**config.mk**
```make
export PLATFORM = sky130hd
export DESIGN_NAME = burst_col_seq
export DESIGN_NICKNAME = d
export VERILOG_FILES = /design/src/rtl/burst_seq_pkg.sv /design/src/rtl/bseq_mode_reg.sv /design/src/rtl/bseq_ctrl.sv /design/src/rtl/bseq_addr_gen.sv /design/src/rtl/burst_col_seq.sv
export SDC_FILE = /design/constraint.sdc
export NUM_CORES = 1
export LEC_CHECK = 0
export BUFFER_PORTS_ARGS = -buffer_cell sky130_fd_sc_hd__buf_4
export CORE_ASPECT_RATIO = 1.25
export CORE_MARGIN = 2
export CORE_UTILIZATION = 45
export CTS_CLUSTER_DIAMETER = 100
export DETAILED_ROUTE_END_ITERATION = 8
export PLACE_DENSITY = 0.7
export SLEW_MARGIN = 20
export SYNTH_ARGS = -nofsm -noshare
export SYNTH_HDL_FRONTEND = slang
export SYNTH_SLANG_ARGS = --single-unit
export TNS_END_PERCENT = 30
```
**constraint.sdc**
```tcl
create_clock -name clk -period 2.15 [get_ports clk]
set_clock_uncertainty 0.05 [all_clocks]
set_input_delay 0.215 -clock clk [delete_from_list [all_inputs] [get_ports clk]]
set_output_delay 0.215 -clock clk [all_outputs]
set_load 0.01 [all_outputs]
```
**src/rtl/burst_seq_pkg.sv**
```systemverilog
package burst_seq_pkg;

    parameter int COL_W = 8;
    parameter int LAT_W = 3;

    localparam logic [2:0] BLC_2  = 3'd1;
    localparam logic [2:0] BLC_4  = 3'd2;
    localparam logic [2:0] BLC_8  = 3'd3;
    localparam logic [2:0] BLC_FP = 3'd7;

    typedef enum logic {
        ORD_SEQ = 1'b0,
        ORD_ILV = 1'b1
    } border_e;

    typedef enum logic [1:0] {
        ST_IDLE   = 2'd0,
        ST_BURST  = 2'd1,
        ST_REJECT = 2'd2
    } sq_state_e;

    typedef struct packed {
        logic [LAT_W-1:0] lat;
        logic [2:0]       blen;
        border_e          order;
    } mode_t;

    function automatic logic blen_code_ok(input logic [2:0] code);
        return (code == BLC_2) || (code == BLC_4) || (code == BLC_8) || (code == BLC_FP);
    endfunction

    // Wrap mask of the low column bits that move within one burst.
    function automatic logic [COL_W-1:0] wrap_mask(input logic [2:0] code);
        logic [COL_W-1:0] m;
        case (code)
            BLC_2:   m = COL_W'(1);
            BLC_4:   m = COL_W'(3);
            BLC_8:   m = COL_W'(7);
            BLC_FP:  m = {COL_W{1'b1}};
            default: m = '0;
        endcase
        return m;
    endfunction

endpackage

```
**src/rtl/bseq_mode_reg.sv**
```systemverilog
module bseq_mode_reg
    import burst_seq_pkg::*;
#(
    parameter int LAT_MIN = 3,
    parameter int LAT_MAX = 5
) (
    input  logic             clk,
    input  logic             rst_n,
    input  logic             mrs_valid,
    input  logic [LAT_W-1:0] lat_in,
    input  logic [2:0]       blen_in,
    input  logic             order_in,
    output mode_t            mode_q,
    output logic             mode_err
);

    logic lat_ok;
    logic combo_ok;
    logic load_ok;

    always_comb begin
        lat_ok   = (int'(lat_in) >= LAT_MIN) && (int'(lat_in) <= LAT_MAX);
        combo_ok = !((blen_in == BLC_FP) && (order_in == 1'b1));
        load_ok  = lat_ok && blen_code_ok(blen_in) && combo_ok;
    end

    always_ff @(posedge clk or negedge rst_n) begin
        if (!rst_n) begin
            mode_q.lat   <= LAT_W'(LAT_MIN);
            mode_q.blen  <= BLC_2;
            mode_q.order <= ORD_SEQ;
            mode_err     <= 1'b0;
        end else begin
            mode_err <= mrs_valid && !load_ok;
            if (mrs_valid && load_ok) begin
                mode_q.lat   <= lat_in;
                mode_q.blen  <= blen_in;
                mode_q.order <= border_e'(order_in);
            end
        end
    end

    p_lat_range_r2: assert property (@(posedge clk) disable iff (!rst_n)
        (int'(mode_q.lat) >= LAT_MIN) && (int'(mode_q.lat) <= LAT_MAX));

    p_bad_load_keeps_r3: assert property (@(posedge clk) disable iff (!rst_n)
        mode_err |-> $stable(mode_q));

endmodule

```
**src/rtl/bseq_ctrl.sv**
```systemverilog
module bseq_ctrl
    import burst_seq_pkg::*;
(
    input  logic             clk,
    input  logic             rst_n,
    input  logic             start,
    input  logic [COL_W-1:0] start_col,
    input  logic             terminate,
    input  logic [2:0]       cfg_blen,
    input  border_e          cfg_order,
    output logic             col_valid,
    output logic             col_last,
    output logic             start_err,
    output logic [COL_W-1:0] run_base,
    output logic [COL_W-1:0] run_beat,
    output logic [2:0]       run_blen,
    output border_e          run_order
);

    sq_state_e state_q, state_d;
    logic      fp_odd;
    logic      run_fp;
    logic      beat_last;
    logic      launch;

    always_comb begin
        fp_odd    = (cfg_blen == BLC_FP) && start_col[0];
        run_fp    = (run_blen == BLC_FP);
        beat_last = !run_fp && (run_beat == wrap_mask(run_blen));
        launch    = (state_q == ST_IDLE) && start && !fp_odd;
    end

    // state register
    always_ff @(posedge clk or negedge rst_n) begin
        if (!rst_n) state_q <= ST_IDLE;
        else        state_q <= state_d;
    end

    // next-state logic
    always_comb begin
        state_d = state_q;
        unique case (state_q)
            ST_IDLE:   if (start) state_d = fp_odd ? ST_REJECT : ST_BURST;
            ST_BURST:  if (terminate || beat_last) state_d = ST_IDLE;
            ST_REJECT: state_d = ST_IDLE;
            default:   state_d = ST_IDLE;
        endcase
    end

    // outputs
    always_comb begin
        col_valid = (state_q == ST_BURST);
        col_last  = col_valid && beat_last;
        start_err = (state_q == ST_REJECT);
    end

    // burst context captured at launch
    always_ff @(posedge clk or negedge rst_n) begin
        if (!rst_n) begin
            run_base  <= '0;
            run_beat  <= '0;
            run_blen  <= BLC_2;
            run_order <= ORD_SEQ;
        end else if (launch) begin
            run_base  <= start_col;
            run_beat  <= '0;
            run_blen  <= cfg_blen;
            run_order <= cfg_order;
        end else if (state_q == ST_BURST) begin
            run_beat  <= run_beat + 1'b1;
        end
    end

    p_launch_cause_r4: assert property (@(posedge clk) disable iff (!rst_n)
        $rose(col_valid) |-> $past(start));

    p_reject_cause_r8: assert property (@(posedge clk) disable iff (!rst_n)
        $rose(start_err) |-> ($past(start) && $past(cfg_blen == BLC_FP) && $past(start_col[0])));

    p_fp_even_base_r8: assert property (@(posedge clk) disable iff (!rst_n)
        (col_valid && run_fp) |-> !run_base[0]);

    p_last_closes_r9: assert property (@(posedge clk) disable iff (!rst_n)
        col_last |=> !col_valid);

endmodule

```
**src/rtl/bseq_addr_gen.sv**
```systemverilog
module bseq_addr_gen
    import burst_seq_pkg::*;
(
    input  logic [COL_W-1:0] base,
    input  logic [COL_W-1:0] beat,
    input  logic [2:0]       blen,
    input  border_e          order,
    output logic [COL_W-1:0] addr
);

    logic [COL_W-1:0] seq_val;
    logic [COL_W-1:0] ilv_val;
    logic [COL_W-1:0] moving;

    always_comb begin
        seq_val = base + beat;
        ilv_val = base ^ beat;
        moving  = wrap_mask(blen);
    end

    for (genvar b = 0; b < COL_W; b++) begin : g_bit
        assign addr[b] = moving[b] ? ((order == ORD_ILV) ? ilv_val[b] : seq_val[b]) : base[b];
    end

endmodule

```
**src/rtl/burst_col_seq.sv**
```systemverilog
module burst_col_seq
    import burst_seq_pkg::*;
#(
    parameter int LAT_MIN = 3,
    parameter int LAT_MAX = 5
) (
    input  logic             clk,
    input  logic             rst_n,
    input  logic             mrs_valid,
    input  logic [LAT_W-1:0] mrs_latency,
    input  logic [2:0]       mrs_blen,
    input  logic             mrs_btype,
    input  logic             start,
    input  logic [COL_W-1:0] start_col,
    input  logic             terminate,
    output logic             col_valid,
    output logic [COL_W-1:0] col_addr,
    output logic             col_last,
    output logic             start_err,
    output logic             mode_err,
    output logic [LAT_W-1:0] rd_latency
);

    mode_t            mode_q;
    logic [COL_W-1:0] run_base;
    logic [COL_W-1:0] run_beat;
    logic [2:0]       run_blen;
    border_e          run_order;

    bseq_mode_reg #(
        .LAT_MIN (LAT_MIN),
        .LAT_MAX (LAT_MAX)
    ) u_mode (
        .clk      (clk),
        .rst_n    (rst_n),
        .mrs_valid(mrs_valid),
        .lat_in   (mrs_latency),
        .blen_in  (mrs_blen),
        .order_in (mrs_btype),
        .mode_q   (mode_q),
        .mode_err (mode_err)
    );

    bseq_ctrl u_ctrl (
        .clk      (clk),
        .rst_n    (rst_n),
        .start    (start),
        .start_col(start_col),
        .terminate(terminate),
        .cfg_blen (mode_q.blen),
        .cfg_order(mode_q.order),
        .col_valid(col_valid),
        .col_last (col_last),
        .start_err(start_err),
        .run_base (run_base),
        .run_beat (run_beat),
        .run_blen (run_blen),
        .run_order(run_order)
    );

    bseq_addr_gen u_addr (
        .base (run_base),
        .beat (run_beat),
        .blen (run_blen),
        .order(run_order),
        .addr (col_addr)
    );

    assign rd_latency = mode_q.lat;

    p_addr_moves_r5: assert property (@(posedge clk) disable iff (!rst_n)
        (col_valid && $past(col_valid)) |-> (col_addr != $past(col_addr)));

endmodule

```
# After elaboration in Yosys (flattened, before gate mapping)
# Index checks and enable logic that the tools add are counted.
[totals] word_cells=73 register_bits=30 inputBits=20
[classes] bitwise=1 reduce_logical=22 eq_ne=14 addsub=2 n_mux=23 order_cmp=2
[op_table] op="$pmux W8 S4" n=1
[op_table] op="$mux W1" n=16
[op_table] op="$mux W8" n=2
[op_table] op="$eq A3 B2 Y1 const B" n=4
[op_table] op="$logic_and A1 B1 Y1" n=11
[op_table] op="$eq A3 B3 Y1 const B" n=3
[op_table] op="$add A8 B1 Y8 const B" n=1
[op_table] op="$add A8 B8 Y8" n=1
[op_table] op="$eq A8 B8 Y1" n=1
[op_table] op="$xor A8 B8 Y8" n=1
[op_table] op="$eq A3 B1 Y1 const B" n=2
[op_table] op="$mux W2" n=3
[op_table] op="$logic_not A1 Y1" n=4
[op_table] op="$logic_or A1 B1 Y1" n=4
[op_table] op="$pmux W2 S2" n=1
[op_table] op="$ge A3 B2 Y1 const B" n=1
[op_table] op="$le A3 B3 Y1 const B" n=1
[op_table] op="$eq A2 B1 Y1 const B" n=1
[op_table] op="$eq A2 B2 Y1 const B" n=1
[op_table] op="$logic_not A2 Y1" n=1
[op_table] op="$ne A2 B1 Y1 const B" n=1
[op_table] op="$ne A2 B2 Y1 const B" n=1
[op_table] op="$reduce_and A2 Y1" n=1
[op_table] op="$reduce_bool A2 Y1" n=1

# Logic depth before layout (Yosys ltp)
[depth] depth_word=8 depth_mapped=7 ltp_nobuf=7

# By module
# Synthesis repeated with hierarchy kept, for this count alone.
[hier_totals] cells_unflattened=198 area_unflattened_um2=1853.0
[modules_own_cells] mod="bseq_ctrl" cells_each=112 area_each_um2=1009.7 n_inst=1
[modules_own_cells] mod="bseq_addr_gen" cells_each=62 area_each_um2=467.9 n_inst=1
[modules_own_cells] mod="bseq_mode_reg" cells_each=24 area_each_um2=375.4 n_inst=1

# Worst setup path before layout
# No wires, ideal clock.
[synth_timing] path_type="register -> output" startpoint="reg u_ctrl.run_beat[0]" endpoint="out col_addr[6]" arrival_time_ns=1.901 path_slack_ns=-0.016 path_buffers=0 path_stages_with_launch=8 required_ns=1.885 path_cell_list="dfrtp_1 ha_1 fa_1 a21o_1 a21oi_1 o211ai_1 nor3b_1 o31a_1"
[synth_between] elab_chain_len=3
[synth_rtl] item="from (decl)" line_no="bseq_ctrl.sv:15" text="output logic [COL_W-1:0] run_beat,"
[synth_rtl] item="from (signal assigned)" line_no="bseq_ctrl.sv:70" text="run_beat <= run_beat + 1'b1;"
[synth_rtl] item="$add A8 B8 Y8" line_no="bseq_addr_gen.sv:16" text="seq_val = base + beat;"
[synth_rtl] item="$mux W1 (2 in series)" line_no="bseq_addr_gen.sv:22" text="assign addr[b] = moving[b] ? ((order == ORD_ILV) ? ilv_val[b] : seq_val[b]) : base[b];"
[synth_rtl] item="to (decl)" line_no="burst_col_seq.sv:17" text="output logic [COL_W-1:0] col_addr,"
# Every way passes these cells.

# Worst setup path in the final report
# Ends and elaborated chain as after synthesis.

==> summary.txt <==
Outcome
  • Status: complete, but fails checks
  • Violations in the final reports: negative setup slack

Timing
  • Slew of the pin with the lowest slew margin: 0.925 ns
  • Post-Route Setup TNS: -0.796 ns
  • Fmax: 413 MHz
  • Final worst-path cycle share: 113%
  • Total setup violations reported at the end of the flow: 5
  • Worst-case setup margin in the final layout: -0.272 ns
  • Unrepaired setup endpoints after global routing: true
  • Final number of max-transition violations: 0
  • Time the final worst path needs with I/O delays and setup: 2.42 ns
  • Number of hold violations in the final report: 0
  • Max transition margin: 38.3%

Floorplan
  • Die Y-Extent: 75.2 microns
  • Number of cell rows: 25
  • Area of the die: 4590 sq um
  • Area of the core: 3850 sq um
  • Starting density of the core: 47.5%
  • IO Pins: 35
  • Width of the chip: 61.0 microns

Layout
  • Final Cell Area: 2390 sq um
  • Top library cells by usage in the layout, fill and taps aside: 48 x buf_4, 23 x dfrtp_1, 16 x nor2_1
  • Most common cell after layout, fill and taps aside: buf_4
  • Fraction of final layout cells sized beyond drive strength 1: 35.1%
  • Layout Area Growth over Synthesis: 30.7%
  • Final Net Count: 253
  • Core utilization of the finished layout: 62.0%
  • Antenna diode count: 0

Route
  • Drt first pass iters: 4
  • Via density per instance: 5.41
  • Overall via count from detail_route: 1,508
  • Amount of wire on met2 after detailed routing: 2210 microns
  • Top sig layer: met4
  • Detailed-route DRC error count: 0
  • Met3 wire len: 146 microns
  • Starting DRC count in detailed routing: 49
  • Number of antenna-violating nets in the routed design: 0
  • Drt total wl: 4100 microns
  • Wirelength per Cell: 14.7 microns
  • Detailed-route wire length on metal 1: 1670 microns

Logic synthesis
  • Post-Synthesis Cell Area: 1830 sq um
  • Post-Synthesis Net Count: 207
  • Sequential-to-total area share from yosys stat: 41.4%
  • Count of synthesis-stage warnings from yosys: 0
  • Dominant register cell in the synthesized netlist: dfrtp_1
  • Post-synth EDFFs: 0
  • Gate count of the mapped netlist: 178
  • Distinct cells, synth: 50
  • Synthesized area per cell: 10.3 sq um
  • Synth async-reset ratio: 100%
  • Number of synthesized register bits: 30

Clock network
  • CTS HTree Levels: 2
  • Worst-Skew Late Latency: 0.28 ns
  • Maximum clock path buffer count: 2
  • Total CTS buffers: 5
  • Sinks on Clock Net: 30
  • Clock-pin slew reported for the worst setup and hold paths after clock tree synthesis: 0.06 ns
  • Clock tree from TritonCTS: built
  • Clock Root Buffer: clkbuf_8

Worst hold path
  • Worst hold endpoint: u_mode.mode_q[6]
  • Hold Path Cell Cnt: 2
  • Source of the worst hold timing path: mrs_latency[1]
  • Type of the most critical hold path: in -> reg

Placement
  • DP HPWL: 3100 microns
  • Placed Area: 2190 sq um
  • Number of buffer cells added on primary ports: 34
  • Final estimated routing congestion in global placement: 0.921

Worst setup path
  • Startpoint types: flip-flop
  • Endpoint kind of the worst setup timing path: output pin
  • Path type of the worst setup path: reg -> out
  • Crit path buf inv count: 1
  • Largest fanout of any net on the critical path: 2
  • Crit path DAT: 2.16 ns
  • Reg-to-reg critical path startpoint: u_ctrl.state_q[1]
  • Largest stage delay on the critical path: 0.42 ns
  • Endpoint of the worst-slack reg-to-reg timing path: u_ctrl.run_base[6]
  • Slack of the worst reg-to-reg path: 0.23 ns
  • Cells along the critical path: ha_4 > fa_2 > a21o_1 > a21oi_2 > o211ai_1 > nor3b_1 > o31a_1 > buf_4
  • Worst Reg2Reg Path Length in Cells: 3
  • Master of the slowest instance on the critical path: dfrtp_2
  • Required time worst endpoint: 1.88 ns
  • Family with the most delay on the worst path: compound AO/OA/AOI/OAI gates

Global routing
  • Via count of the first global-routing pass: 1,496
  • Remaining global-route overflow: 0
  • GR Util All Layers: 20.3%
  • Maximum number of pins on one net before global-route repair: 31
  • First-pass GRT wire length: 6810 microns
  • Number of antenna violations at the first check in global routing: 0

Power
  • Cell leakage power: 1.10 nW
  • Power per unit of standard cell area: 1360 nW/um^2
  • Internal Dissipation: 2.02 mW
  • Proportion of power drawn by combinational gates: 51.3%
  • Clock network fraction of design power: 17.9%
  • Max VDD drop: 0.000894 V
  • Total power: 3.24 mW
  • Register share of total power: 30.7%
  • Switching Share: 37.5%
  • Net switching power figure: 1.22 mW

Flow run
  • Maximum capacitance violations: 0
metrics by stage:
stage | hold WS, ns | setup slack, ns | instances
5_1_grt | 0.0669 | -0.360 | 279
3_3_place_gp | 0.112 | -0.0709 | 270
4_1_cts | 0.0742 | -0.274 | 279
2_1_floorplan | -0.131 | 0.00394 | 178
3_5_place_dp | 0.114 | -0.112 | 270
6_report | 0.0753 | -0.272 | 279
power groups by stage:
| stage | Clock [mW] | Combinational [mW] | Sequential [mW] |
|---|---|---|---|
| floorplan | 0 | 1.07 | 0.904 |
| global placement | 0 | 1.53 | 0.966 |
| detailed placement | 0 | 1.59 | 0.978 |
| CTS | 0.591 | 1.66 | 0.988 |
| global route | 0.624 | 1.84 | 1.02 |
| finish | 0.582 | 1.66 | 0.996 |
routing by layer:
metal	global-route usage [%]	vias up
met3	4.64	7
li1	-	728
met4	8.21	0
met2	35.1	36
met1	24.1	737
met5	0	-
Yosys cell counts (5+ instances only):
cell type / instances / area share [%]
mux2_1: 15 / 9.2
ha_1: 8 / 5.5
dfrtp_1: 26 / 36
inv_1: 7 / 1.4
a21oi_1: 9 / 2.5
mux2i_1: 6 / 3.3
xnor2_1: 5 / 2.4
nor2_1: 16 / 3.3
o21ai_1: 9 / 2.5
nand2_1: 12 / 2.5
registers in the layout (all words and copies together) (netlist names):
| name | cells |
|---|---|
| u_ctrl.state_q | 2 |
| u_mode.mode_q | 7 |
| u_ctrl.run_base | 8 |
| u_ctrl.run_order | 1 |
| u_ctrl.run_blen | 3 |
| u_ctrl.run_beat | 8 |
| u_mode.mode_err | 1 |
layout make-up:
type | count | area [sq um]
fillers | 346 | 1460
flip-flops and latches | 30 | 759
repair buffers | 49 | 370
clock inverters | 1 | 30.0
clock buffers | 7 | 86.3
well taps | 54 | 67.6
inverters | 8 | 30.0
multi-input cells | 130 | 1040
worst max path at each step:
stage	to	startpoint	slack (ns)	cells after the start
after global placement	col_addr[6]	u_ctrl.run_beat[0]	-0.07	8
final	col_addr[6]	u_ctrl.run_beat[0]	-0.27	8
after global routing	col_addr[6]	u_ctrl.run_base[0]	-0.36	8
after floorplan	col_addr[6]	u_ctrl.run_beat[0]	0.004	7
after detailed placement	col_addr[6]	u_ctrl.run_beat[0]	-0.11	8
after CTS	col_addr[6]	u_ctrl.run_beat[0]	-0.27	8
cell families (layout without fill, tap and decap cells):
kind of cell    after synthesis  in the layout  share of synthesized area, %
simple gates                 51             51                          15.4
compound gates               39             39                          14.2
flops                        30             30                          41.4
mux                          21             21                          12.5
buf+inv                      18             65                          5.00
fa+ha+maj                    10             10                          7.19
xor+xnor                      9              9                          4.31
worst register-to-register path: stages (launching register included):
cell	delay [ns]
dfrtp_1	0.44
nor2_1	0.14
and3_1	0.78
mux2_1	0.40
repair_timing:
| action | 4_1_cts | 5_1_grt |
|---|---|---|
| pin swaps | 3 | 2 |
| resized for setup | 9 | 4 |
| gates cloned | 0 | 0 |
| buffers inserted | 0 | 0 |
| endpoints found under the setup margin | 6 | 6 |
| hold endpoints to repair | 26 | 0 |
| hold buffers | 1 | 0 |
Note: power is estimated with default switching activity, not from simulation.
